--- config.mk ---
export PLATFORM = sky130hd
export DESIGN_NAME = async_err_trap_status
export DESIGN_NICKNAME = d
export VERILOG_FILES = /design/src/rtl/aets_pkg.sv /design/src/rtl/aets_rst_sync.sv /design/src/rtl/aets_classify.sv /design/src/rtl/aets_status_reg.sv /design/src/rtl/async_err_trap_status.sv
export SDC_FILE = /design/constraint.sdc
export NUM_CORES = 1
export LEC_CHECK = 0
export ABC_AREA = 1
export CAP_MARGIN = 10
export CORE_UTILIZATION = 34
export CTS_CLUSTER_SIZE = 10
export DETAILED_ROUTE_END_ITERATION = 6
export PLACE_DENSITY = 0.76
export REMOVE_ABC_BUFFERS = 1
export SETUP_SLACK_MARGIN = 0.02
export SYNTH_ARGS = -nofsm -noshare
export SYNTH_HDL_FRONTEND = slang
export SYNTH_HIERARCHICAL = 1
export SYNTH_SLANG_ARGS = --single-unit
--- constraint.sdc ---
create_clock -name clk -period 1.1 [get_ports clk]
set_input_delay 0.22 -clock clk [delete_from_list [all_inputs] [get_ports clk]]
set_output_delay 0.22 -clock clk [all_outputs]
set_load 0.005 [all_outputs]
--- src/rtl/aets_pkg.sv ---
package aets_pkg;

  // Number of per-cause sticky flags and their positions in the status word.
  localparam int unsigned NCAUSE     = 3;
  localparam int unsigned CAUSE_INSN = 0;
  localparam int unsigned CAUSE_IAE  = 1;
  localparam int unsigned CAUSE_DAE  = 2;

  // Field positions above the cause flags.
  localparam int unsigned PRIV_BIT   = 3;
  localparam int unsigned EM_LSB     = 4;
  localparam int unsigned EM_W       = 2;
  localparam int unsigned FIELD_W    = EM_LSB + EM_W;

  typedef enum logic [1:0] {
    EM_PRECISE  = 2'b00,
    EM_RETRY    = 2'b01,
    EM_RESERVED = 2'b10,
    EM_NORETRY  = 2'b11
  } end_method_e;

  typedef enum logic [1:0] {
    TRAP_NONE   = 2'b00,
    TRAP_SINGLE = 2'b01,
    TRAP_MULTI  = 2'b10
  } trap_kind_e;

endpackage

--- src/rtl/aets_rst_sync.sv ---
module aets_rst_sync #(
  parameter int unsigned STAGES = 2
) (
  input  logic clk,
  input  logic rst_n,
  output logic rst_sync_n
);

  logic [STAGES-1:0] shift_q;
  logic [STAGES-1:0] shift_d;

  always_comb begin
    shift_d = {shift_q[STAGES-2:0], 1'b1};
  end

  always_ff @(posedge clk or negedge rst_n) begin
    if (!rst_n) begin
      shift_q <= '0;
    end else begin
      shift_q <= shift_d;
    end
  end

  assign rst_sync_n = shift_q[STAGES-1];

endmodule

--- src/rtl/aets_classify.sv ---
module aets_classify
  import aets_pkg::*;
(
  input  logic             clk,
  input  logic             rst_ok,
  input  logic             handler_mode,
  input  logic             err_insn,
  input  logic             err_async,
  input  logic             err_iaccess,
  input  logic             err_daccess,
  output trap_kind_e       trap_kind,
  output logic [NCAUSE-1:0] cause_vec
);

  logic single_cond;
  logic multi_cond;

  always_comb begin
    cause_vec              = '0;
    cause_vec[CAUSE_INSN]  = err_insn;
    cause_vec[CAUSE_IAE]   = err_iaccess;
    cause_vec[CAUSE_DAE]   = err_daccess;
  end

  always_comb begin
    single_cond = !handler_mode && (err_insn || err_async);
    multi_cond  =  handler_mode && (|cause_vec);
  end

  // Multiple wins if both ever held; the single update is then suppressed.
  always_comb begin
    if (!rst_ok) begin
      trap_kind = TRAP_NONE;
    end else if (multi_cond) begin
      trap_kind = TRAP_MULTI;
    end else if (single_cond) begin
      trap_kind = TRAP_SINGLE;
    end else begin
      trap_kind = TRAP_NONE;
    end
  end

  AST_ASYNC_NO_MULTI: assert property (@(posedge clk) disable iff (!rst_ok)
    (handler_mode && err_async && !err_insn && !err_iaccess && !err_daccess)
      |-> (trap_kind == TRAP_NONE));

  AST_ACCESS_NO_SINGLE: assert property (@(posedge clk) disable iff (!rst_ok)
    (!handler_mode && !err_insn && !err_async)
      |-> (trap_kind == TRAP_NONE));

endmodule

--- src/rtl/aets_status_reg.sv ---
module aets_status_reg
  import aets_pkg::*;
#(
  parameter int unsigned STAT_W = 16
) (
  input  logic              clk,
  input  logic              rst_n,
  input  trap_kind_e        trap_kind,
  input  logic [NCAUSE-1:0] cause_vec,
  input  logic              priv_prev,
  input  logic              priv_corrupt,
  input  logic [EM_W-1:0]   end_method,
  input  logic              wdog_timeout,
  output logic [STAT_W-1:0] status_o
);

  localparam int unsigned RSVD_W = STAT_W - FIELD_W;

  logic [EM_W-1:0]   em_q;
  logic [EM_W-1:0]   em_d;
  logic              priv_q;
  logic              priv_d;
  logic              fld_en;
  logic [NCAUSE-1:0] cause_q;
  logic [NCAUSE-1:0] cause_d;

  always_comb begin
    fld_en = (trap_kind == TRAP_SINGLE);
    em_d   = wdog_timeout ? EM_PRECISE : end_method;
    priv_d = priv_corrupt | priv_prev;
  end

  for (genvar c = 0; c < NCAUSE; c++) begin : g_cause
    assign cause_d[c] = (trap_kind == TRAP_SINGLE) ? 1'b0 :
                        (trap_kind == TRAP_MULTI)  ? (cause_q[c] | cause_vec[c]) :
                                                     cause_q[c];
  end

  always_ff @(posedge clk or negedge rst_n) begin
    if (!rst_n) begin
      em_q    <= '0;
      priv_q  <= 1'b0;
      cause_q <= '0;
    end else begin
      if (fld_en) begin
        em_q   <= em_d;
        priv_q <= priv_d;
      end
      cause_q <= cause_d;
    end
  end

  assign status_o = {{RSVD_W{1'b0}}, em_q, priv_q, cause_q};

  AST_SINGLE_CLEARS: assert property (@(posedge clk) disable iff (!rst_n)
    (trap_kind == TRAP_SINGLE) |=> (status_o[NCAUSE-1:0] == '0));

  AST_CAUSE_STICKY: assert property (@(posedge clk) disable iff (!rst_n)
    (trap_kind == TRAP_MULTI) |=>
      ((status_o[NCAUSE-1:0] & $past(status_o[NCAUSE-1:0])) == $past(status_o[NCAUSE-1:0])));

  AST_MULTI_KEEPS_UPPER: assert property (@(posedge clk) disable iff (!rst_n)
    (trap_kind == TRAP_MULTI) |=> $stable(status_o[FIELD_W-1:PRIV_BIT]));

  AST_PRIV_FORCED: assert property (@(posedge clk) disable iff (!rst_n)
    (trap_kind == TRAP_SINGLE && priv_corrupt) |=> status_o[PRIV_BIT]);

  AST_WDOG_EM_ZERO: assert property (@(posedge clk) disable iff (!rst_n)
    (trap_kind == TRAP_SINGLE && wdog_timeout) |=> (status_o[FIELD_W-1:EM_LSB] == EM_PRECISE));

  AST_IDLE_HOLD: assert property (@(posedge clk) disable iff (!rst_n)
    (trap_kind == TRAP_NONE) |=> $stable(status_o));

endmodule

--- src/rtl/async_err_trap_status.sv ---
module async_err_trap_status
  import aets_pkg::*;
#(
  parameter int unsigned STAT_W      = 16,
  parameter int unsigned SYNC_STAGES = 2
) (
  input  logic              clk,
  input  logic              rst_n,
  input  logic              handler_mode,
  input  logic              err_insn,
  input  logic              err_async,
  input  logic              err_iaccess,
  input  logic              err_daccess,
  input  logic              priv_prev,
  input  logic              priv_corrupt,
  input  logic [1:0]        end_method,
  input  logic              wdog_timeout,
  output logic              trap_single,
  output logic              trap_multi,
  output logic [STAT_W-1:0] status
);

  logic              rst_sync_n;
  trap_kind_e        trap_kind;
  logic [NCAUSE-1:0] cause_vec;

  aets_rst_sync #(.STAGES(SYNC_STAGES)) u_rst (
    .clk        (clk),
    .rst_n      (rst_n),
    .rst_sync_n (rst_sync_n)
  );

  aets_classify u_cls (
    .clk          (clk),
    .rst_ok       (rst_sync_n),
    .handler_mode (handler_mode),
    .err_insn     (err_insn),
    .err_async    (err_async),
    .err_iaccess  (err_iaccess),
    .err_daccess  (err_daccess),
    .trap_kind    (trap_kind),
    .cause_vec    (cause_vec)
  );

  aets_status_reg #(.STAT_W(STAT_W)) u_stat (
    .clk          (clk),
    .rst_n        (rst_sync_n),
    .trap_kind    (trap_kind),
    .cause_vec    (cause_vec),
    .priv_prev    (priv_prev),
    .priv_corrupt (priv_corrupt),
    .end_method   (end_method),
    .wdog_timeout (wdog_timeout),
    .status_o     (status)
  );

  assign trap_single = (trap_kind == TRAP_SINGLE);
  assign trap_multi  = (trap_kind == TRAP_MULTI);

  AST_SINGLE_NEEDS_ERR: assert property (@(posedge clk) disable iff (!rst_sync_n)
    trap_single |-> (!handler_mode && (err_insn || err_async)));

  AST_MULTI_NEEDS_ERR: assert property (@(posedge clk) disable iff (!rst_sync_n)
    trap_multi |-> (handler_mode && (err_insn || err_iaccess || err_daccess)));

  AST_ONE_KIND: assert property (@(posedge clk) disable iff (!rst_sync_n)
    !(trap_single && trap_multi));

endmodule

# ---- After elaboration in Yosys (flattened, before gate mapping)
# Cells that the tools add are included.
dict set report word_totals {
  in_bits 12
  word_cells 26
  out_inout_bits 18
  ff_bits 8
}
dict set report op_classes {
  n_eq_ne 2
  reduce_logical 6
  muxes 10
  bitwise 4
}
# op count
set ops {}
lappend ops {{1-bit two-way mux} 7}
lappend ops {{2-bit two-way mux} 3}
lappend ops {{1-bit bitwise OR} 4}
lappend ops {{3-bit OR reduction} 1}
lappend ops {{2-bit by 1-bit equality test with 1-bit output, second input constant} 1}
lappend ops {{2-bit equality test, second input constant} 1}
lappend ops {{1-bit logical AND} 2}
lappend ops {{2-bit nonzero test} 1}
lappend ops {{1-bit logical NOT} 1}
lappend ops {{1-bit logical OR} 1}

# ---- Depth between registers and ports, before layout
dict set report depth {
  ltp_word 8
  ltp_mapped 7
  depth_no_buf 7
}

# ---- Modules after synthesis
# The synthesis kept the hierarchy.
# module cells_per_inst area_each_um2 instances
set by_module_without_submodules {}
lappend by_module_without_submodules {aets_status_reg 42 345.3 1}
lappend by_module_without_submodules {aets_classify 11 53.8 1}
lappend by_module_without_submodules {aets_rst_sync 3 53.8 1}
lappend by_module_without_submodules {async_err_trap_status 4 15.0 1}

# ---- Worst setup path after synthesis
# No wires, ideal clock.
dict set report synth_path {
  kind {register to register}
  start {reg u_rst.shift_q[1]}
  end {reg u_stat.cause_q[0]}
  setup_time_ns 0.077
  arrival_ns 1.285
  setup_slack_ns -0.263
  stages_incl_launch_ff 8
  path_buffers 0
  path_cell_list {dfrtp_1 nand2_1 a21oi_1 inv_1 ha_1 inv_1 nand2_1 a21oi_1}
}
dict set report synth_via {
  elab_chain_len 3
}
# item line
set synth_rtl {}
lappend synth_rtl {{from (decl)} aets_rst_sync.sv:9} ;# logic [STAGES-1:0] shift_q;
lappend synth_rtl {{from (signal assigned)} aets_rst_sync.sv:20} ;# shift_q <= shift_d;
lappend synth_rtl {{2-bit two-way mux (*)} aets_classify.sv:32} ;# if (!rst_ok) begin
lappend synth_rtl {{via trap_kind[1]} async_err_trap_status.sv:24} ;# trap_kind_e trap_kind;
lappend synth_rtl {{2-bit by 1-bit equality test with 1-bit output or 2-bit equality test (tied branches)} {aets_status_reg.sv:34, aets_status_reg.sv:35}}
lappend synth_rtl {{1-bit two-way mux or 2-bit nonzero test (tied branches)} --}
lappend synth_rtl {{to (signal assigned)} aets_status_reg.sv:49} ;# cause_q <= cause_d;
lappend synth_rtl {{to (decl)} aets_status_reg.sv:24} ;# logic [NCAUSE-1:0] cause_q;
# The timed path passes the listed nets; every way through them passes the cells marked *.
# A chain may end at the register's enable or synchronous reset.

# ---- Final worst setup path
dict set report layout_path {
  start {reg u_rst.shift_q[1]}
  end {out trap_single}
}
dict set report layout_via {
  elab_chain_len 2
}
# item line
set layout_rtl {}
lappend layout_rtl {{2-bit two-way mux} aets_classify.sv:32}
lappend layout_rtl {{via trap_kind[1]} async_err_trap_status.sv:24}
lappend layout_rtl {{2-bit by 1-bit equality test with 1-bit output} async_err_trap_status.sv:57} ;# assign trap_single = (trap_kind == TRAP_SINGLE);
lappend layout_rtl {{to (decl)} async_err_trap_status.sv:18} ;# output logic trap_single,
# The timed path passes the listed nets, and every way through them passes these cells.

==> summary.md <==
| Metric | Value |
|---|---|
| Status | finished with violations |
| Failing checks | setup timing |
| DR WL/cell | 10.8 um |
| Maximum VDD drop | 0.602 mV |
| HP Class | in2async |
| Crit-path max cell delay | 370 ps |
| FP Rows | 13 |
| Max Root-Sink Buffers | 2 |
| Post-route clock period utilization | 121% |
| GRT overflow | 0 |
| CP endpoint kind | output port |
| Die area | 1530 um2 |
| Worst reg2reg endpoint | u_stat/cause_q[0] |
| Final setup vio count | 8 |
| Worst path cell trace | nand2_1 -> a21oi_2 -> buf_4 -> nor2_2 -> buf_2 |
| XOR/XNOR share of the synthesized area | 0% |
| Post-synthesis adder-cell area fraction | 2.67% |
| Worst hold slack | 129 ps |
| Largest family of logic cells by synthesized area | buffers and inverters |
| Core region area | 1280 um2 |
| Post-DP Area | 636 um2 |
| Req. time, crit path | 880 ps |
| Detailed Routing Iterations Pass 1 | 2 |
| Register Area | 200 um2 |
| Area of the multi-input gates | 218 um2 |
| PnR worst setup slack | -236 ps |
| Pin count of the biggest net entering global routing | 7 |
| Post-synthesis mux area share | 0% |
| Critical Path Slowest Stage Cell | dfrtp_1 |
| Peak fanout along the critical path | 3 |
| Worst r2r src | u_rst/shift_q[1] |
| RSZ-0062 raised after global routing | true |
| Setup slack, reg-to-reg | -230 ps |
| Initial DRC Count | 8 |
| Worst-path clk slew | 50 ps |
| Synth area leader | dfrtp_1 |
| Share of layout cells above drive strength 1 | 44.0% |
| Mapped Area | 468 um2 |
| First-pass GRT wire length | 1530 um |
| Sum Neg Setup Slack | -1400 ps |
| Filler cells | 127 |
| Placer congestion estimate | 0.728 |
| Pwr/cell area | 1190 nW/um2 |
| Routed WL | 1070 um |
| Dpl cells | 93 |
| #FFs+latches synth | 8 |
| Residual DRC count | 0 |
| Diode count | 0 |
| Arrival @ worst endpoint | 1120 ps |
| Clock Skews | 2.63 ps |
| Top Ports | 30 |
| Post-route ant nets | 0 |
| Max Cap Violations | 0 |
| Routed vias | 412 |
| Fin crit period | 1340 ps |
| Post-synth cell types | 12 |
| Final max-slew violation count | 0 |
| PortBufs | 19 |
| Crit Path Class | reg2out |
| Die X | 39.1 um |
| Die Ht | 39.1 um |
| Post-synthesis simple-gate area fraction | 16.3% |
| Hold Buf Count CTS | 0 |
| Path depth of the worst reg2reg path | 8 |
| H-tree levels | 1 |
| Register area share after synthesis | 42.8% |
| CTS tree | done |
| Non-filler cells, final | 99 |
| Tot Pwr | 0.000845 W |
| Share of the synthesized area in the top cell type | 42.8% |
| Area contributors post-synth | dfrtp_1 43%, buf_4 22%, nand2_1 8.8%, inv_1 8.0%, a21oi_1 4.3% |
| CTS Root Cell | clkbuf_4 |
| CTS Buf Count | 3 |
| Syn Inst Count | 60 |
| Leakage | 0.390 nW |
| Worst-Skew Late Latency | 250 ps |
| Synth Warn # | 6 |
| Global-route usage over all layers | 16.0% |
| Antenna violations before repair | 0 |
| Vias in the first global route | 375 |
| Synth-to-layout area growth | 52.1% |
| Synth Area in Compound Gates | 5.35% |
| Final Instance Area | 712 um2 |
| Initial Util | 36.4% |
| Via-to-Cell Ratio | 4.16 |
| Crit path launch type | flop |
| DP HPWL | 704 um |
| Syn avg cell area | 7.80 um2 |
| F_max | 0.749 GHz |
| Final Hold Vio Count | 0 |
| Sink Count | 8 |
| Final net count | 99 |
==> synthesized netlist by cell type <==
cell / count
inv_2: 1
nor2_2: 1
nand2_1: 11
nor2_1: 5
buf_4: 14
dfrtp_1: 8
nand3_1: 2
inv_1: 10
conb_1: 2
o21ai_0: 1
a21oi_1: 4
ha_1: 1
==> registers in the layout, summed over array words and instances, names as in the netlist <==
register / count
u_stat/em_q: 2
u_stat/cause_q: 3
u_stat/priv_q: 1
u_rst/shift_q: 2
==> final cells by class <==
class / instances / area share, %
multi-input cells: 36 / 30.6
well taps: 15 / 2.64
clock buffers: 3 / 3.16
repair buffers: 26 / 28.6
inverters: 11 / 6.85
flip-flops and latches: 8 / 28.1
==> power by group <==
part / total [W] / internal (W) / switching [W]
clock network: 0.000225 / 0.000125 / 0.000100
logic: 0.000258 / 0.000138 / 0.000120
registers: 0.000361 / 0.000337 / 0.0000243
total: 0.000845 / 0.000600 / 0.000245
==> cell usage in the layout (no fill, tap or decap), types with 2 or more instances in the layout <==
master / count
dlygate4sd2_1: 4
clkbuf_2: 6
nor2_2: 2
clkbuf_4: 3
conb_1: 11
nand3_2: 2
nor2_1: 3
clkdlybuf4s50_1: 6
nand2_2: 6
buf_4: 6
dfrtp_1: 8
inv_1: 8
buf_2: 2
nand2_1: 5
a21oi_2: 4
==> critical path: cells and delay by family, from the launching register on <==
| kind | cells | cell delay [ps] |
|---|---|---|
| buffers and inverters | 2 | 250 |
| AO/OA/AOI/OAI | 1 | 140 |
| AND/OR/NAND/NOR | 2 | 110 |
| flip-flops | 1 | 370 |
==> worst max path at each step <==
| stage | from | to | depth (start not counted) |
|---|---|---|---|
| global placement | err_insn | trap_single | 6 |
| detailed placement | err_insn | trap_single | 6 |
| global route | u_rst/shift_q[1] | trap_single | 5 |
| floorplan | u_rst/shift_q[1] | u_stat/cause_q[0] | 7 |
| CTS | u_rst/shift_q[1] | trap_multi | 5 |
| finish | u_rst/shift_q[1] | trap_single | 5 |
==> cells by family (layout without fill, tap and decap cells) <==
group	Yosys count	count (layout)
AND/OR/NAND/NOR	19	19
adder cells (fa/ha/maj)	1	1
AO/OA/AOI/OAI	5	5
flip-flops	8	8
buffers and inverters	25	40
other	2	11
==> repair_timing <==
item                                    4_1_cts  5_1_grt
buffers inserted                              1        2
gates resized for setup                      40       14
endpoints found under the hold margin         0        0
gates cloned                                  0        0
pin swaps                                    13        6
endpoints found under the setup margin       14       14
==> routing by layer <==
metal / track usage (%) / wire, um / share of wire, % / vias to the layer above
li1: - / - / - / 200
met1: 16.4 / 389 / 36 / 189
met2: 27.5 / 605 / 57 / 23
met3: 5.20 / 72 / 6.7 / 0
met4: 10.3 / 0 / 0 / 0
met5: 0 / 0 / 0 / -
==> per-stage QoR <==
step                util [%]  worst slack (ps)
floorplan                  -              -263
global placement        49.5              -697
detailed placement      49.5              -705
CTS                     54.8              -232
global route            55.4              -315
finish                  55.4              -236
No activity file was read; power rests on OpenSTA's default activity.
